`config.mk`:
```
export PLATFORM = sky130hd
export DESIGN_NAME = fb_slew_guard
export DESIGN_NICKNAME = d
export VERILOG_FILES = /design/src/rtl/fbg_pkg.sv /design/src/rtl/fbg_ratio_detect.sv /design/src/rtl/fbg_hold_timer.sv /design/src/rtl/fbg_short_debounce.sv /design/src/rtl/fb_slew_guard.sv
export SDC_FILE = /design/constraint.sdc
export NUM_CORES = 1
export LEC_CHECK = 0
export BUFFER_PORTS_ARGS = -buffer_cell sky130_fd_sc_hd__buf_2
export CORE_UTILIZATION = 55
export DETAILED_ROUTE_END_ITERATION = 10
export PLACE_DENSITY_LB_ADDON = 0.08
export SLEW_MARGIN = 20
export SYNTH_ARGS = -nofsm -noshare
export SYNTH_HDL_FRONTEND = slang
export SYNTH_SLANG_ARGS = --single-unit
```
`constraint.sdc`:
```
create_clock -name clk -period 5.1 [get_ports clk]
set_input_delay 0.765 -clock clk [delete_from_list [all_inputs] [get_ports clk]]
set_output_delay 0.765 -clock clk [all_outputs]
set_load 0.02 [all_outputs]
```
`src/rtl/fbg_pkg.sv`:
```
package fbg_pkg;
   // Extra bits needed to scale a code by a ratio term (terms must stay below 16).
   localparam int RATIO_W = 4;
   localparam int RATIO_MAX = (1 << RATIO_W) - 1;

   function automatic int cnt_width(input int n);
      int w;
      w = 1;
      while ((1 << w) <= n) w++;
      return w;
   endfunction
endpackage

```
`src/rtl/fbg_ratio_detect.sv`:
```
module fbg_ratio_detect #(
   parameter int CODE_W = 10,
   parameter int NUM    = 6,
   parameter int DEN    = 5
) (
   input  logic              clk,
   input  logic              rst_n,
   input  logic              valid_i,
   input  logic [CODE_W-1:0] code_i,
   output logic              trig_o
);
   localparam int PW = CODE_W + fbg_pkg::RATIO_W;

   logic [CODE_W-1:0] prev_q;
   logic              have_prev_q;
   logic [PW-1:0]     cur_scaled;
   logic [PW-1:0]     prev_scaled;

   always_comb begin
      cur_scaled  = PW'(code_i) * PW'(DEN);
      prev_scaled = PW'(prev_q) * PW'(NUM);
   end

   assign trig_o = valid_i && have_prev_q && (cur_scaled > prev_scaled);

   always_ff @(posedge clk or negedge rst_n) begin
      if (!rst_n) begin
         prev_q      <= '0;
         have_prev_q <= 1'b0;
      end else if (valid_i) begin
         prev_q      <= code_i;
         have_prev_q <= 1'b1;
      end
   end

   // the sample that first fills the history never triggers
   a_r3_first_sample_quiet: assert property (@(posedge clk) disable iff (!rst_n)
      $rose(have_prev_q) |-> !$past(trig_o));

   // history always follows the latest valid sample
   a_r2_history_tracks: assert property (@(posedge clk) disable iff (!rst_n)
      valid_i |=> prev_q == $past(code_i));
endmodule

```
`src/rtl/fbg_hold_timer.sv`:
```
module fbg_hold_timer #(
   parameter int HOLD_TICKS = 9000
) (
   input  logic clk,
   input  logic rst_n,
   input  logic trig_i,
   input  logic fault_i,
   output logic active_o
);
   localparam int CW = fbg_pkg::cnt_width(HOLD_TICKS);

   logic [CW-1:0] cnt_q;

   always_ff @(posedge clk or negedge rst_n) begin
      if (!rst_n)                cnt_q <= '0;
      else if (fault_i)          cnt_q <= '0;
      else if (trig_i)           cnt_q <= CW'(HOLD_TICKS);
      else if (cnt_q != '0)      cnt_q <= cnt_q - 1'b1;
   end

   assign active_o = (cnt_q != '0);

   // any accepted trigger loads the full window
   a_r5_window_reload: assert property (@(posedge clk) disable iff (!rst_n)
      trig_i && !fault_i |=> cnt_q == CW'(HOLD_TICKS));

   // a running window counts down by one per cycle
   a_r4_window_decay: assert property (@(posedge clk) disable iff (!rst_n)
      (cnt_q != '0) && !trig_i && !fault_i |=> cnt_q == $past(cnt_q) - 1'b1);

   // a fault discards the window
   a_r9_fault_cancels: assert property (@(posedge clk) disable iff (!rst_n)
      fault_i |=> !active_o);
endmodule

```
`src/rtl/fbg_short_debounce.sv`:
```
module fbg_short_debounce #(
   parameter int CODE_W      = 10,
   parameter int SHORT_LIMIT = 28,
   parameter int DEB_TICKS   = 1600
) (
   input  logic              clk,
   input  logic              rst_n,
   input  logic              valid_i,
   input  logic [CODE_W-1:0] code_i,
   input  logic              clear_i,
   output logic              fault_o
);
   localparam int CW = fbg_pkg::cnt_width(DEB_TICKS);

   logic          low_q;
   logic [CW-1:0] cnt_q;
   logic          fault_q;

   always_ff @(posedge clk or negedge rst_n) begin
      if (!rst_n)       low_q <= 1'b0;
      else if (valid_i) low_q <= (code_i < CODE_W'(SHORT_LIMIT));
   end

   always_ff @(posedge clk or negedge rst_n) begin
      if (!rst_n) begin
         cnt_q   <= '0;
         fault_q <= 1'b0;
      end else if (clear_i) begin
         cnt_q   <= '0;
         fault_q <= 1'b0;
      end else if (fault_q || !low_q) begin
         cnt_q   <= '0;
      end else if (cnt_q == CW'(DEB_TICKS - 1)) begin
         fault_q <= 1'b1;
      end else begin
         cnt_q   <= cnt_q + 1'b1;
      end
   end

   assign fault_o = fault_q;

   // the fault only rises after a full debounce of low headroom
   a_r7_debounced_set: assert property (@(posedge clk) disable iff (!rst_n)
      $rose(fault_q) |-> $past(low_q) && $past(cnt_q) == CW'(DEB_TICKS - 1));

   // latched until cleared
   a_r8_fault_latched: assert property (@(posedge clk) disable iff (!rst_n)
      fault_q && !clear_i |=> fault_q);

   // a clear always drops the fault
   a_r8_clear_drops: assert property (@(posedge clk) disable iff (!rst_n)
      clear_i |=> !fault_q);
endmodule

```
`src/rtl/fb_slew_guard.sv`:
```
module fb_slew_guard #(
   parameter int CODE_W       = 10,
   parameter int RATIO_NUM    = 6,
   parameter int RATIO_DEN    = 5,
   parameter int HOLD_TICKS   = 9000,
   parameter int SHRINK_TICKS = 140,
   parameter int TICK_W       = 8,
   parameter int SHORT_LIMIT  = 28,
   parameter int DEB_TICKS    = 1600
) (
   input  logic              clk,
   input  logic              rst_n,
   input  logic              sample_valid,
   input  logic [CODE_W-1:0] headroom_code,
   input  logic              fault_clear,
   output logic              shrink_active,
   output logic [TICK_W-1:0] shrink_ticks,
   output logic              short_fault
);
   generate
      if (RATIO_NUM < 1 || RATIO_NUM > fbg_pkg::RATIO_MAX ||
          RATIO_DEN < 1 || RATIO_DEN > fbg_pkg::RATIO_MAX) begin : g_bad_ratio
         $error("ratio terms must lie in 1..15");
      end
      if (HOLD_TICKS < 1) begin : g_bad_hold
         $error("HOLD_TICKS must be at least 1");
      end
      if (DEB_TICKS < 1) begin : g_bad_deb
         $error("DEB_TICKS must be at least 1");
      end
      if (SHRINK_TICKS >= (1 << TICK_W)) begin : g_bad_tick
         $error("SHRINK_TICKS does not fit in TICK_W");
      end
      if (SHORT_LIMIT > (1 << CODE_W)) begin : g_bad_limit
         $error("SHORT_LIMIT exceeds the code range");
      end
   endgenerate

   logic trig;
   logic window_on;
   logic fault;

   fbg_ratio_detect #(
      .CODE_W (CODE_W),
      .NUM    (RATIO_NUM),
      .DEN    (RATIO_DEN)
   ) u_ratio (
      .clk     (clk),
      .rst_n   (rst_n),
      .valid_i (sample_valid),
      .code_i  (headroom_code),
      .trig_o  (trig)
   );

   fbg_hold_timer #(
      .HOLD_TICKS (HOLD_TICKS)
   ) u_hold (
      .clk      (clk),
      .rst_n    (rst_n),
      .trig_i   (trig),
      .fault_i  (fault),
      .active_o (window_on)
   );

   fbg_short_debounce #(
      .CODE_W      (CODE_W),
      .SHORT_LIMIT (SHORT_LIMIT),
      .DEB_TICKS   (DEB_TICKS)
   ) u_short (
      .clk     (clk),
      .rst_n   (rst_n),
      .valid_i (sample_valid),
      .code_i  (headroom_code),
      .clear_i (fault_clear),
      .fault_o (fault)
   );

   assign short_fault   = fault;
   assign shrink_active = window_on && !fault;
   assign shrink_ticks  = shrink_active ? TICK_W'(SHRINK_TICKS) : '0;

   // a trigger during a fault leaves the request off
   a_r9_no_shrink_in_fault: assert property (@(posedge clk) disable iff (!rst_n)
      short_fault && trig |=> !shrink_active);

   // shrink amount and flag agree at the ports
   a_r6_ticks_match_flag: assert property (@(posedge clk) disable iff (!rst_n)
      (shrink_ticks != '0) == shrink_active);
endmodule

```
# Yosys cells after proc, flatten, opt, wreduce, memory -nomap -nowiden
# Index checks and enable logic that the tools add are counted.
# classes
add_sub_neg	2
mul	2
n_lt_le_gt_ge	2
n_eq_ne	3
mux	10
reduce_logical	10
# op_table
cell	count
$mux W14	3
$mux W11	3
$reduce_bool A14 Y1	1
$sub A14 B1 Y14 const B	1
$gt A13 B13 Y1	1
$mul A10 B3 Y13 const B	1
$mul A10 B2 Y12 const B	1
$add A11 B1 Y11 const B	1
$eq A11 B11 Y1 const B	1
$lt A10 B5 Y1 const B	1
$mux W8	1
$logic_and A1 B1 Y1	3
$mux W1	3
$ne A3 B2 Y1 const B	1
$reduce_bool A3 Y1	1
$logic_not A1 Y1	2
$ne A2 B2 Y1 const B	1
$reduce_and A2 Y1	1
$reduce_bool A2 Y1	1
$logic_or A1 B1 Y1	1
# totals
ff_bits	38
in_bits	14
output_inout_bits	10
wordCells	35

# Longest topological paths before layout
# depth
word_depth	5
depth_mapped	15
ltp_nobuf	14

# By module
# From an unflattened synthesis, not the netlist that was laid out.
# hier_totals
hier_cells	330
area_unflattened_um2	3101.7
# modules_own_cells
module	instances	cells_per_inst	area_per_inst_um2	seq_area_each_um2
fbg_ratio_detect	1	167	1559.0	275.3
fbg_hold_timer	1	88	814.5	350.3
fbg_short_debounce	1	65	650.6	325.3
fb_slew_guard	1	10	77.6	0.0

# Worst setup path after synthesis
# No wires, ideal clock.
# synth_timing
kind	input to register
start	input headroom_code[1]
end	register u_hold.cnt_q[0]
setup_time_ps	81
arrival_ps	3842
required_ps	5019
slack_ps	1177
cell_stages	15
n_path_buf	1
path_cell_list	ha_1 > ha_1 > fa_1 > a21o_1 > a211oi_1 > nor2_1 > o41ai_1 > xnor2_1 > ha_1 > and4_1 > nand4_1 > o311a_1 > o21a_1 > buf_6 > nor3_2
# synth_via
elab_chain_len	5
word_cells_on_any_way	6
classes_between	mul (1); order compare (1); mux (2); reduce/logical (2)
# synth_lines
element	line_no	source
start: declaration	fb_slew_guard.sv:14	input logic [CODE_W-1:0] headroom_code,
$mul A10 B3 Y13 (*)	fbg_ratio_detect.sv:20	cur_scaled = PW'(code_i) * PW'(DEN);
$gt A13 B13 Y1 (*)	fbg_ratio_detect.sv:24	assign trig_o = valid_i && have_prev_q && (cur_scaled > prev_scaled);
$logic_and A1 B1 Y1 (*)	fbg_ratio_detect.sv:24	
$mux W14	fbg_hold_timer.sv:17	else if (trig_i) cnt_q <= CW'(HOLD_TICKS);
$mux W14	fbg_hold_timer.sv:16	else if (fault_i) cnt_q <= '0;
end signal: assignment	fbg_hold_timer.sv:17	
end signal: assignment	fbg_hold_timer.sv:18	else if (cnt_q != '0) cnt_q <= cnt_q - 1'b1;
end: declaration	fbg_hold_timer.sv:12	logic [CW-1:0] cnt_q;
# Every way passes the cells marked *; elsewhere a longest branch is shown, timed or not.
# A chain may end at the register's enable or synchronous reset.

# Final worst setup path
# layout_timing
start	input headroom_code[3]
end	register u_hold.cnt_q[11]
# The elaborated chain is that of the path after synthesis.

==> results.tsv <==
metric	value	unit
power.total	1.10	mW
wl_per_cell	13.9	um
gp_congestion	0.870	
clock_skew	7.66	ps
path_class	in2reg	
yosysSeqAreaShare	32.9	%
synth_top_cell_by_area	dfrtp_1	
synth_common_cells	40 x ha_1, 38 x dfrtp_1, 27 x nor2_1	
pin_count	24	
worst_slew_margin_rel	41.7	%
worstHoldStart	u_ratio.have_prev_q$_DFFE_PN0P_	
ant_nets	0	
end_kind	register	
cts_num_sinks	38	
cts-buffers-inserted	5	
dp_hpwl	3950	um
postCtsHoldBufs	0	
cp_common_cell	ha_1	
drive_gt1_share	15.1	%
drv_cap	0	
antenna_found_initial	0	
cts_max_path_buffers	2	
worst_pin_slew	875	ps
drtIter0Drc	121	
cp-startpoint	headroom_code[3]	
holdCritPathClass	reg2reg	
ys_types	46	
yosys-top-cells-area	dfrtp_1 33%, ha_1 17%, xnor2_1 5.5%	
cts_setup_buffers	0	
syn_inst	295	
ys.flop_type	dfrtp_1	
finalSetupViolations	0	
path_cells	buf_2 > ha_1 > ha_1 > fa_1 > a21o_1 > a211oi_1 > nor2_1 > o41ai_1 > xnor2_1 > ha_1 > and4_1 > nand4_1 > o311a_1 > o21a_1 > nor3_2	
ff2ff_path_depth	13	
fmax	244	MHz
dp_cells	374	
critPathSlowestCell	fa_1	
cts_tree	built	
die_w	74.5	um
syn2layout_area_growth	8.40	%
postCtsResizedCells	0	
cp-start-kind	input pin	
ir_drop	296	uV
power.density	350	nW/um2
r2r_slack	1350	ps
grt-ovfl-total	0	
avgViaCountPerCell	5.51	
timing.final.crit_share	80.5	%
min_to	u_ratio.have_prev_q$_DFFE_PN0P_	
core	5070	um2
wl_met3	127	um
diodes	0	
critPathMaxFanout	9	
synth_most_common_cell	ha_1	
status	completed	
synth_area	2890	um2
insertion_delay	290	ps
layout_setup_ws	997	ps
start_util	57.0	%
h-tree-depth	2	
port_buffers	18	
wirelength	5300	um
yosysWarningCount	0	
arrival	4310	ps
dpl_worst_slack	698	ps
min_path_cells	1	
drtPass1Iterations	4	
root_buffer	clkbuf_8	
setup-tns-final	0	ps
async_reset_ff_share	100	%
grt_pass1_vias	1938	
wl_met1	2690	um
grt_pass1_wl	9020	um
chipHeight	74.5	um
rows	26	
grtUsageTotal	21.6	%
instances_no_fill	382	
vias	2104	
worstPathRequired	5310	ps
nets	367	
avgSynthCellArea	9.80	um2
grt_max_degree	39	
synth_edf_count	0	
p_leak	1.46	nW
max_stage_delay	400	ps
dieArea	5550	um2
r2r_end	u_hold.cnt_q[11]$_DFFE_PN0P_	
timing_hold_violations_final	0	
clk_pin_slew_worst_paths	80	ps
r2r-start	u_ratio.prev_q[1]$_DFFE_PN0P_	
synth_top_area_share	32.9	%
ys_seq_elements	38	
route.detailed.drc	0	
post-route-util	61.7	%
met2_length	2430	um
nFillCells	420	
rsz0062_at_grt	false	
period_needed	4100	ps
routed.top_layer	met4	
slew_violations	0	
==> state kept, by name (all words and copies together), names as in the netlist <==
name	flops
u_hold.cnt_q	14
u_ratio.prev_q	10
u_short.cnt_q	11
u_short.low_q	1
u_short.fault_o	1
u_ratio.have_prev_q	1
==> cell type report <==
cell class,instances,area (um2),area share [%]
multi-input combinational,237,1830,58.3
sequential,38,951,30.4
timing repair buffer,18,90.1,2.88
tap,70,87.6,2.80
clock buffer,5,68.8,2.20
clock inverter,3,68.8,2.20
inverter,11,41.3,1.32
==> through the flow <==
stage	hold WS (ps)	area [um2]
finish	508	3130
global route	527	3130
CTS	504	3130
detailed placement	457	3000
global placement	482	3000
floorplan	440	2910
==> cells by family (layout without fill, tap and decap cells) <==
| logic type | count (synthesis) | after routing | synth area share (%) |
|---|---|---|---|
| and+or+nand+nor | 90 | 90 | 17.1 |
| AOI/OAI and AO/OA | 58 | 58 | 13.2 |
| adders and majority gates | 42 | 42 | 18.7 |
| DFF | 38 | 38 | 32.9 |
| xor gates and xnor gates | 32 | 32 | 9.70 |
| buffers and inverters | 24 | 37 | 4.46 |
| muxes | 10 | 10 | 3.85 |
| other | 1 | 5 | 0.130 |
==> worst max-delay path, delay by kind of cell <==
kind | cells | cell delay, ps
compound gates | 5 | 1410
fa+ha+maj | 4 | 1220
xor+xnor | 1 | 120
buf+inv | 1 | 130
simple gates | 4 | 660
==> report_power, final <==
part	internal (mW)	switching, mW	total (mW)
Sequential	0.344	0.0495	0.394
Clock	0.196	0.111	0.307
Combinational	0.186	0.211	0.397
Total	0.726	0.372	1.10
==> cells in the final DEF, fill, tap and decap left out, types with 10 or more instances in the layout <==
cell	n
a21oi_1	15
buf_2	18
dfrtp_1	38
ha_1	40
inv_1	11
nand2_1	16
nor2_1	27
o21ai_0	10
xnor2_1	18
xor2_1	14
==> worst max path at each step <==
stage | endpoint | slack (ps) | cells after the start
after floorplan | u_hold.cnt_q[0]$_DFFE_PN0P_ | 1180 | 15
after global placement | u_hold.cnt_q[7]$_DFFE_PN0P_ | 820 | 15
after detailed placement | u_hold.cnt_q[0]$_DFFE_PN0P_ | 700 | 15
after CTS | u_hold.cnt_q[11]$_DFFE_PN0P_ | 960 | 15
after global routing | u_hold.cnt_q[11]$_DFFE_PN0P_ | 670 | 15
final | u_hold.cnt_q[11]$_DFFE_PN0P_ | 1000 | 15
==> routing by layer <==
metal / vias up / track usage (%)
met5: - / 0
met4: 0 / 5.45
met3: 4 / 4.34
met2: 30 / 34.4
met1: 987 / 30.0
li1: 1083 / -
Note: power is estimated with default switching activity, not from simulation.
